**src/rtl/brv_pkg.sv**
```systemverilog
package brv_pkg;

  // Lane permutation for pairs where both partners are lane bits:
  // bit b (sb <= b < pb) takes the value of bit pb+sb-1-b.
  function automatic int lane_map(int l, int pb, int sb);
    int r;
    r = l;
    for (int b = sb; b < pb; b++) begin
      r = (r & ~(1 << b)) | (((l >> (pb + sb - 1 - b)) & 1) << b);
    end
    return r;
  endfunction

  // Total delay accumulated ahead of exchange stage a.
  function automatic int stage_ofs(int a);
    return (1 << a) - 1;
  endfunction

endpackage

```
**src/rtl/brv_delay.sv**
```systemverilog
module brv_delay #(
  parameter int W   = 16,
  parameter int DLY = 1
) (
  input  logic         clk,
  input  logic         rst,
  input  logic [W-1:0] din,
  output logic [W-1:0] dout
);
  logic [W-1:0] sr [DLY];

  always_ff @(posedge clk) begin
    sr[0] <= din;
    for (int i = 1; i < DLY; i++) sr[i] <= sr[i-1];
  end

  assign dout = sr[DLY-1];

  if (DLY <= 4) begin : g_chk

    delay_chk: assert property (@(posedge clk) disable iff (rst)
      dout == $past(din, DLY));
  end
endmodule

```
**src/rtl/brv_sp_stage.sv**
```systemverilog
module brv_sp_stage #(
  parameter int W    = 16,
  parameter int P    = 16,
  parameter int LBIT = 0,
  parameter int DLY  = 1
) (
  input  logic           clk,
  input  logic           rst,
  input  logic           swap,
  input  logic [P*W-1:0] din,
  output logic [P*W-1:0] dout
);
  for (genvar l = 0; l < P; l++) begin : g_lane
    if (((l >> LBIT) & 1) == 0) begin : g_pair
      localparam int V = l + (1 << LBIT);
      logic [W-1:0] v_dly, mux_a, mux_b;

      brv_delay #(.W(W), .DLY(DLY)) u_pre (
        .clk(clk), .rst(rst), .din(din[V*W +: W]), .dout(v_dly));

      assign mux_a = swap ? v_dly : din[l*W +: W];
      assign mux_b = swap ? din[l*W +: W] : v_dly;

      brv_delay #(.W(W), .DLY(DLY)) u_post (
        .clk(clk), .rst(rst), .din(mux_a), .dout(dout[l*W +: W]));

      assign dout[V*W +: W] = mux_b;
    end
  end
endmodule

```
**src/rtl/brv_lane_wire.sv**
```systemverilog
module brv_lane_wire #(
  parameter int W  = 16,
  parameter int P  = 16,
  parameter int PB = 4,
  parameter int SB = 2
) (
  input  logic [P*W-1:0] din,
  output logic [P*W-1:0] dout
);
  for (genvar l = 0; l < P; l++) begin : g_map
    localparam int M = brv_pkg::lane_map(l, PB, SB);
    assign dout[M*W +: W] = din[l*W +: W];
  end
endmodule

```
**src/rtl/brv_ctrl.sv**
```systemverilog
module brv_ctrl #(
  parameter int SB  = 2,
  parameter int LAT = 3
) (
  input  logic          clk,
  input  logic          rst,
  input  logic          start,
  output logic [SB-1:0] tcur,
  output logic          out_valid
);
  localparam int VW = $clog2(LAT + 1);

  logic [SB-1:0] cnt_q;
  logic          seen_q;
  logic [VW-1:0] vcnt_q;

  assign tcur = start ? '0 : cnt_q;

  always_ff @(posedge clk) begin
    if (rst) begin
      cnt_q  <= '0;
      seen_q <= 1'b0;
      vcnt_q <= '0;
    end else begin
      cnt_q <= tcur + SB'(1);
      if (start && !seen_q) begin
        seen_q <= 1'b1;
        vcnt_q <= VW'(1);
      end else if (seen_q && vcnt_q != VW'(LAT)) begin
        vcnt_q <= vcnt_q + VW'(1);
      end
    end
  end

  assign out_valid = seen_q && (vcnt_q == VW'(LAT));

  // checker: cycles since the first strobe, saturating at LAT
  logic     ck_seen;
  int       ck_cnt;
  always_ff @(posedge clk) begin
    if (rst) begin
      ck_seen <= 1'b0;
      ck_cnt  <= 0;
    end else if (start && !ck_seen) begin
      ck_seen <= 1'b1;
      ck_cnt  <= 1;
    end else if (ck_seen && ck_cnt < LAT) begin
      ck_cnt <= ck_cnt + 1;
    end
  end


  warmup_chk: assert property (@(posedge clk) disable iff (rst)
    $rose(out_valid) |-> (ck_seen && ck_cnt == LAT));

  valid_hold_chk: assert property (@(posedge clk) disable iff (rst)
    out_valid |=> out_valid);

  realign_chk: assert property (@(posedge clk) disable iff (rst)
    start |=> (cnt_q == SB'(1)));

  wrap_chk: assert property (@(posedge clk) disable iff (rst)
    (!start && cnt_q == '1) |=> (cnt_q == '0));
endmodule

```
**src/rtl/bitrev_par.sv**
```systemverilog
module bitrev_par #(
  parameter int W = 16,
  parameter int N = 64,
  parameter int P = 16
) (
  input  logic           clk,
  input  logic           rst,
  input  logic           in_start,
  input  logic [P*W-1:0] in_data,
  output logic           out_valid,
  output logic [P*W-1:0] out_data
);
  localparam int NB  = $clog2(N);
  localparam int PB  = $clog2(P);
  localparam int SB  = NB - PB;
  localparam int FR  = N / P;
  localparam int LAT = FR - 1;

  if (N > P * P || N < 2 * P || (1 << NB) != N || (1 << PB) != P) begin : g_bad
    $error("bitrev_par: need powers of two with 2P <= N <= P*P");
  end

  logic [SB-1:0]  tcur;
  logic [SB-1:0]  sel;
  logic [P*W-1:0] st [SB+1];

  brv_ctrl #(.SB(SB), .LAT(LAT)) u_ctrl (
    .clk(clk), .rst(rst), .start(in_start), .tcur(tcur), .out_valid(out_valid));

  brv_lane_wire #(.W(W), .P(P), .PB(PB), .SB(SB)) u_wire (
    .din(in_data), .dout(st[0]));

  for (genvar a = 0; a < SB; a++) begin : g_stage
    localparam logic [SB-1:0] OFS = SB'(brv_pkg::stage_ofs(a));
    logic [SB-1:0] lt;
    assign lt     = tcur - OFS;
    assign sel[a] = lt[a];

    brv_sp_stage #(.W(W), .P(P), .LBIT(SB - 1 - a), .DLY(1 << a)) u_sp (
      .clk(clk), .rst(rst), .swap(sel[a]), .din(st[a]), .dout(st[a+1]));
  end

  assign out_data = st[SB];
endmodule

```
**config.mk**
```make
export PLATFORM = sky130hd
export DESIGN_NAME = bitrev_par
export DESIGN_NICKNAME = d
export VERILOG_FILES = /design/src/rtl/brv_pkg.sv /design/src/rtl/brv_delay.sv /design/src/rtl/brv_sp_stage.sv /design/src/rtl/brv_lane_wire.sv /design/src/rtl/brv_ctrl.sv /design/src/rtl/bitrev_par.sv
export SDC_FILE = /design/constraint.sdc
export NUM_CORES = 1
export LEC_CHECK = 0
export ABC_AREA = 1
export BUFFER_PORTS_ARGS = -buffer_cell sky130_fd_sc_hd__buf_2
export CAP_MARGIN = 20
export CORE_MARGIN = 1.5
export CORE_UTILIZATION = 50
export CTS_CLUSTER_DIAMETER = 200
export DETAILED_ROUTE_END_ITERATION = 16
export GPL_TIMING_DRIVEN = 0
export PLACE_DENSITY_LB_ADDON = 0.2
export SLEW_MARGIN = 10
export SYNTH_ARGS = -nofsm -noshare
export SYNTH_HDL_FRONTEND = slang
export SYNTH_HIERARCHICAL = 1
export SYNTH_SLANG_ARGS = --single-unit
```
**constraint.sdc**
```tcl
create_clock -name clk -period 2.6 [get_ports clk]
set_input_delay 0.13 -clock clk [delete_from_list [all_inputs] [get_ports clk]]
set_output_delay 0.13 -clock clk [all_outputs]
set_load 0.01 [all_outputs]
```
[Word level (Yosys, flattened, before mapping)]
Memories as Yosys holds them, arrays and structs flattened.
Cells that the tools add are included.
Word-level totals
  bits in registers: 5
  RAM bits: 768
  input bits: 259
  output and inout bits: 257
  logic and storage cells: 82
  memories: 32
Memories
  g_stage[1].u_sp.g_lane[0].g_pair.u_post.sr: words 2, bits a word 16, rd ports 2, clocked after Yosys merged registers in 0, wr ports 2, line brv_delay.sv:10  | logic [W-1:0] sr [DLY];
  g_stage[1].u_sp.g_lane[0].g_pair.u_pre.sr: words 2, bits a word 16, rd ports 2, clocked after Yosys merged registers in 0, wr ports 2, line brv_delay.sv:10
  g_stage[1].u_sp.g_lane[10].g_pair.u_post.sr: words 2, bits a word 16, rd ports 2, clocked after Yosys merged registers in 0, wr ports 2, line brv_delay.sv:10
  g_stage[1].u_sp.g_lane[10].g_pair.u_pre.sr: words 2, bits a word 16, rd ports 2, clocked after Yosys merged registers in 0, wr ports 2, line brv_delay.sv:10
  g_stage[1].u_sp.g_lane[12].g_pair.u_post.sr: words 2, bits a word 16, rd ports 2, clocked after Yosys merged registers in 0, wr ports 2, line brv_delay.sv:10
  g_stage[1].u_sp.g_lane[12].g_pair.u_pre.sr: words 2, bits a word 16, rd ports 2, clocked after Yosys merged registers in 0, wr ports 2, line brv_delay.sv:10
  +26 memories
Cells by class
  add/sub/neg operators: 3
  equality and inequality tests: 2
  muxes and demuxes: 35
  reductions and logical operators: 6
Operator list (count)
  two-way mux 16 bit: 32
  adder 2 x 1 -> 2 bit (second input constant): 2
  logical AND 1 bit: 3
  == test 2 bit (second input constant): 1
  two-way mux 1 bit: 2
  two-way mux 2 bit: 1
  != test 2 bit (second input constant): 1
  nonzero test 2 bit: 1
  OR reduction 2 bit: 1
  subtractor 2 x 1 -> 2 bit (second input constant): 1
  zero test 1 bit: 1

[Depth between registers and ports, before layout]
Gate-level depths: netlist of the first run.
  word-level depth: 4
  mapped depth: 11
  gate-level depth less buffers: 8

[By module]
The synthesis of the first run kept the hierarchy.
Modules (own cells, without submodules)
  brv_delay at g_stage[1].u_sp.g_lane[0].g_pair.u_post ...: times used 16, cells an instance 48, area each 760.7 um^2, seq. area each 640.6 um^2
  brv_sp_stage: times used 2, cells an instance 826, area each 3404.5 um^2, seq. area each 0.0 um^2
  brv_delay at g_stage[0].u_sp.g_lane[0].g_pair.u_post ...: times used 16, cells an instance 16, area each 320.3 um^2, seq. area each 320.3 um^2
  brv_lane_wire: times used 1, cells an instance 256, area each 1921.8 um^2, seq. area each 0.0 um^2
  brv_ctrl: times used 1, cells an instance 33, area each 222.7 um^2, seq. area each 100.1 um^2
  bitrev_par: times used 1, cells an instance 5, area each 18.8 um^2, seq. area each 0.0 um^2

[Worst setup path after synthesis of the first run]
OpenSTA, ideal clock, no wires.
  path kind: flip-flop to output port
  from: register u_ctrl.cnt_q[0]
  to: output out_data[112]
  arrival time: 1306 ps
  required time: 2470 ps
  slack: 1164 ps
  stages on the path, launching flop included: 12
  path buffers: 3
  cell sequence: dfxtp_1 > inv_1 > nor2_1 > inv_1 > nand2_1 > nand2_1 > buf_6 > inv_4 > buf_8 > buf_6 > nand2_1 > nand2_1
On the way
  longest elaborated chain between the ends: 3
  elaborated cells on any way between the ends: 4
  classes of those cells: 1 x add/sub; 3 x mux
RTL lines
  from (decl): line brv_ctrl.sv:13  | logic [SB-1:0] cnt_q;
  from (signal assigned): line brv_ctrl.sv:25  | cnt_q <= tcur + SB'(1);
  two-way mux 2 bit: line brv_ctrl.sv:17  | assign tcur = start ? '0 : cnt_q;
  named net g_stage[0].lt[0]: line bitrev_par.sv:35  | logic [SB-1:0] lt;
  subtractor 2 x 1 -> 2 bit: line bitrev_par.sv:36  | assign lt = tcur - OFS;
  named net g_stage[1].lt[1]: line bitrev_par.sv:35
  two-way mux 16 bit: line brv_sp_stage.sv:22  | assign mux_b = swap ? din[l*W +: W] : v_dly;
  to (decl): line bitrev_par.sv:11  | output logic [P*W-1:0] out_data
The timed path passes the listed nets, and every way through them passes these cells.

==> results of run 1 <==
-- power by group --
part	internal [mW]	switching [mW]	leakage, nW	total [mW]
clock network	6.95	4.42	1.30	11.4
logic	1.84	1.91	9.77	3.75
registers	13.0	0.346	6.52	13.3
total	21.8	6.67	17.6	28.5
-- flip-flops by register name, summed over array words and instances (netlist names) --
signal                                flops
g_stage.u_sp/g_lane.g_pair.u_pre/sr     384
u_ctrl/seen_q                             1
u_ctrl/vcnt_q                             2
g_stage.u_sp/g_lane.g_pair.u_post/sr    384
u_ctrl/cnt_q                              2
-- layer usage --
layer / global-route usage (%) / wire, um / vias up
met2: 43.8 / 33800 / 859
li1: - / - / 9583
met4: 9.56 / 2510 / 2
met3: 5.43 / 5070 / 169
met5: 0 / 11 / -
met1: 30.7 / 28300 / 8734
-- stage by stage --
stage	power, mW	hold slack (ns)	instance area (um2)
after global routing	29.6	0.139	33700
after detailed placement	17.0	0.236	28400
after CTS	28.6	0.129	33700
after global placement	16.9	0.235	28400
after floorplan	15.7	0.199	26300
final	28.5	0.159	33700
-- how the worst max path moves through the flow --
stage,start,endpoint,slack [ns],cells after the start
after global routing,u_ctrl/cnt_q[0],out_data[126],0.02,12
after CTS,u_ctrl/cnt_q[0],out_data[126],0.01,10
final,u_ctrl/cnt_q[0],out_data[59],0.19,10
after global placement,u_ctrl/cnt_q[0],out_data[126],0.73,10
after floorplan,u_ctrl/cnt_q[0],out_data[112],1.16,11
after detailed placement,u_ctrl/cnt_q[0],out_data[126],0.68,10
-- repair_timing --
item / 4_1_cts / 5_1_grt
gates resized for setup: 0 / 3
hold buffers: 259 / 0
hold endpoints to repair: 389 / 0
endpoints found under the setup margin: 0 / 102
-- synth_stat cells, drive strengths merged --
library cell / count / area, um2
ha: 1 / 12.5
nor2: 8 / 30.0
buf: 626 / 4870
a21oi: 2 / 10.0
nand3: 4 / 20.0
inv: 11 / 46.3
o21ai: 1 / 5.00
dfxtp: 773 / 15500
nand2: 1544 / 5800
-- critical path: stages, from the launching register on --
cell     delay, ns
dfxtp_1       0.34
inv_1         0.08
nor2_4        0.13
buf_6         0.14
buf_6         0.16
buf_2         0.27
nand2_1       0.08
nand2_1       0.10
nand2_1       0.07
nand2_1       0.14
buf_2         0.15
-- area by class of cell --
type                       instances  area [um2]
fill                            4068       17900
sequential                       773       15500
multi-input combinational       1560        5880
buffer                           626        4880
timing repair buffer             518        3890
clock buffer                     119        2410
tap                              680         851
clock inverter                    16         243
inverter                          11        46.3
antenna                            5        12.5
-- logic make-up after synthesis --
logic type | synth area share, %
AND/OR/NAND/NOR | 22.3
flip-flops | 58.9
AO/OA/AOI/OAI | 0.0571
buffers and inverters | 18.7
adder cells (fa/ha/maj) | 0.0476
==> results.cfg, run 1 <==
[run_status]
outcome = completed

[grt]
grt_pass1_vias = 18900
antenna_found_initial = 3
grt_overflow = 0
grt_max_degree = 15
grt_pass1_wl_um = 104000
track_usage_pct = 25.3

[detailed_routing]
totalWireLength_um = 69700
post_drt_wl_per_cell_um = 16.2
drt_iter0_drc = 1145
ant_nets = 0
drc = 0
vias = 19300
avgViaCountPerCell = 4.49
first_pass_iters = 5

[finish]
final_cell_mix = nand2_1 (1,544), dfxtp_1 (773), buf_4 (524), buf_2 (300), dlygate4sd3_1 (259)
final_common_cell = nand2_1
drive_gt1_share_pct = 27.8
area_delta_synth_final_pct = 28.2
post-route-util_pct = 65.3
stdcell_count = 4308
fin_nets = 3827

[floorplanning]
dieArea_mm2 = 0.0539
core_region_area_mm2 = 0.0516
io_pins = 516
die-height_um = 232
die_w_um = 232
start_util_pct = 50.9
rows = 83

[worst_setup_path]
end_kind = output pin
cp_max_fo = 10
r2r_start = u_ctrl/cnt_q[0]
reg2reg_to = g_stage[1].u_sp/g_lane[2].g_pair.u_post/sr[0][14]
r2r_cells = 9
reg2reg_slack_ns = 1.04
cp_data_arrival_time_ns = 2.28
worstSetupStartpointType = register
criticalPathCategory = register to output pin
cp.required_ns = 2.47

[cts]
path_clk_slew_ns = 0.06
worstSkewPairLatency_ns = 0.61
htree_levels = 3
clock-sinks = 773
cts_buffer_depth = 3
cts_root_buf = clkbuf_16
cts_setup_buffers = 0
cts_tree = done
cts_buffers = 77

[sta]
final-hold-violation-count = 0
drv_slew = 0
timing.fmax_ghz = 0.415
finClkSkew_ns = 0.0214
fin_crit_sh_pct = 92.6
setup_viol = 0
setup_ws_ns = 0.191
fin_crit_ns = 2.41
finalSetupTns_ns = 0
tightest_slew_ns = 0.343
rsz0062_at_grt = false
slew_headroom_pct = 77.2

[placement]
io_buffers = 259
dp_cells = 3909
place_congestion = 0.946
dp_slack_ns = 0.681
dp_hpwl_um = 49200

[yosys]
synthesis.area_mm2 = 0.0263
synth_nets = 3230
ys_ff_latch = 773
yosysWarnings = 6
ys_seq_area_share_pct = 58.9
avgSynthCellArea_um2 = 8.84
ys_types = 14
syn_inst = 2970

[worst_hold_path]
min_to = g_stage[0].u_sp/g_lane[9].g_pair.u_pre/sr[0][13]
min_from = in_data[125]
hold_path_depth = 2
min_path_type = input pin to register

[run]
cap_viol_max_count = 0

[power]
p_leak_nw = 17.6
ir_worst_vdd_uv = 655
power.density_mw_per_mm2 = 845
(Power assumes the default switching activity.)
==> inputs of run 2 (changes only) <==
--- a/config.mk
+++ b/config.mk
@@ -7,13 +7,13 @@
 export LEC_CHECK = 0
 export ABC_AREA = 1
 export BUFFER_PORTS_ARGS = -buffer_cell sky130_fd_sc_hd__buf_2
-export CAP_MARGIN = 20
 export CORE_MARGIN = 1.5
 export CORE_UTILIZATION = 50
 export CTS_CLUSTER_DIAMETER = 200
 export DETAILED_ROUTE_END_ITERATION = 16
 export GPL_TIMING_DRIVEN = 0
 export PLACE_DENSITY_LB_ADDON = 0.2
+export RECOVER_POWER = 25
 export SLEW_MARGIN = 10
 export SYNTH_ARGS = -nofsm -noshare
 export SYNTH_HDL_FRONTEND = slang
==> run 2 against run 1 <==
Against the previous run:
- critical path depth did not move
- clock power about the same
- sequential share of layout area is 0.070 points higher
- worst setup slack lost 0.0074 ns
- power about the same
- wire length fell by 0.20%
- worst hold slack gained 0.022 ns
- die area did not move
- combinational power about the same
- fmax shrank 0.31%
- register-to-register slack hardly changed
- largest cell class unchanged
==> results.cfg, run 2 (same netlist as run 1, synthesis figures left out) <==
[run_status]
outcome = completed

[detailed_routing]
ant_nets = 0
dr_wl_met3_um = 4690
first_pass_iters = 5
maxUsedRoutingLayer = met5
wl_met2_um = 33800
avgViaCountPerCell = 4.48
drt_iter0_drc = 1230
totalWireLength_um = 69500
vias = 19300
drc = 0
met1_length_um = 28600
post_drt_wl_per_cell_um = 16.1

[grt]
track_usage_pct = 25.3
grt_pass1_wl_um = 104000
grt_max_degree = 15
grt_pass1_vias = 18900
antenna_found_initial = 4
grt_overflow = 0

[floorplanning]
dieArea_mm2 = 0.0539
start_util_pct = 50.9
io_pins = 516
die-height_um = 232
rows = 83
die_w_um = 232
core_region_area_mm2 = 0.0516

[finish]
fin_nets = 3827
stdcell_area_mm2 = 0.0336
stdcell_count = 4310
area_delta_synth_final_pct = 28.0
post-route-util_pct = 65.2
final_common_cell = nand2_1
final_cell_mix = nand2_1 (1,544), dfxtp_1 (773), buf_4 (396), buf_2 (300), dlygate4sd3_1 (259)
largestRegisters = g_stage.u_sp/g_lane.g_pair.u_post/sr (384), g_stage.u_sp/g_lane.g_pair.u_pre/sr (384)
drive_gt1_share_pct = 27.4

[sta]
setup_viol = 0
fin_crit_ns = 2.42
drv_slew = 0
rsz0062_at_grt = false
setup_ws_ns = 0.184
slew_headroom_pct = 78.0
fin_hold_ws_ns = 0.181
tightest_slew_ns = 0.330
fin_crit_sh_pct = 92.9
finalSetupTns_ns = 0
final-hold-violation-count = 0
timing.fmax_ghz = 0.414
finClkSkew_ns = 0.0186

[power]
finalPower_mw = 28.4
p_leak_nw = 17.5
ir_worst_vdd_uv = 651
power.density_mw_per_mm2 = 845

[placement]
dp_cells = 3909
post_dp_cell_area_mm2 = 0.0284
dp_slack_ns = 0.681
place_congestion = 0.946
io_buffers = 259
dp_hpwl_um = 49200

[cts]
cts_buffers = 77
cts_setup_buffers = 0
clock-sinks = 773
worstSkewPairLatency_ns = 0.60
cts_tree = done
path_clk_slew_ns = 0.06
htree_levels = 3
cts_root_buf = clkbuf_16
cts_buffer_depth = 3

[worst_setup_path]
cp_max_fo = 10
end_kind = output pin
cp.required_ns = 2.47
cp_data_arrival_time_ns = 2.29
criticalPathCategory = register to output pin
worstSetupStartpointType = register

[run]
cap_viol_max_count = 0

[worst_hold_path]
min_path_type = input pin to register
run 2: changes by cell type in the layout (fill, tap and decap cells not counted), sizes merged:
| cell | previous run | this run |
|---|---|---|
| diode | 5 | 7 |
| buf | 884 | 756 |
| clkbuf | 120 | 248 |
run 2: path summary, 6_finish.rpt:
check	startpoint	to	slack, ns	cells after the start
worst max register to register	u_ctrl/cnt_q[0]	g_stage[1].u_sp/g_lane[14].g_pair.u_post/sr[0][0]	1.05	10
worst min register to register	g_stage[0].u_sp/g_lane[5].g_pair.u_post/sr[0][14]	g_stage[1].u_sp/g_lane[4].g_pair.u_pre/sr[0][14]	0.31	0
worst min-delay path	in_data[125]	g_stage[0].u_sp/g_lane[9].g_pair.u_pre/sr[0][13]	0.18	2
worst max-delay path	u_ctrl/cnt_q[0]	out_data[59]	0.18	10
run 2: final cells by class:
cell class	count	area (um2)
sequential	773	15500
clock inverter	16	243
multi-input combinational	1560	5880
antenna	7	17.5
tap	680	851
inverter	11	46.3
fill	4088	18000
timing repair buffer	518	3890
buffer	626	4820
clock buffer	119	2410
run 2: critical path, cell delays in order (launching register included):
cell and delay [ns]:
dfxtp_1 0.34, inv_1 0.08, nor2_4 0.13, buf_6 0.14, buf_6 0.16, buf_2 0.26, nand2_1 0.08, nand2_1 0.11
nand2_1 0.08, nand2_1 0.15, buf_2 0.15
run 2: routing by layer:
metal  vias to the layer above  track usage [%]
met5                         -                0
met2                       810             43.8
met3                       170             5.43
li1                       9585                -
met1                      8751             30.7
met4                         4             9.56
run 2: what timing repair did:
item	CTS	global route
endpoints found under the hold margin	389	0
resized for setup	0	3
endpoints found under the setup margin	0	102
hold buffers	259	0
run 2: power by group:
| part | switching (mW) | internal (mW) | leakage (nW) |
|---|---|---|---|
| combinational | 1.90 | 1.82 | 9.69 |
| sequential | 0.346 | 13.0 | 6.52 |
| clock | 4.42 | 6.95 | 1.30 |
| total | 6.67 | 21.8 | 17.5 |
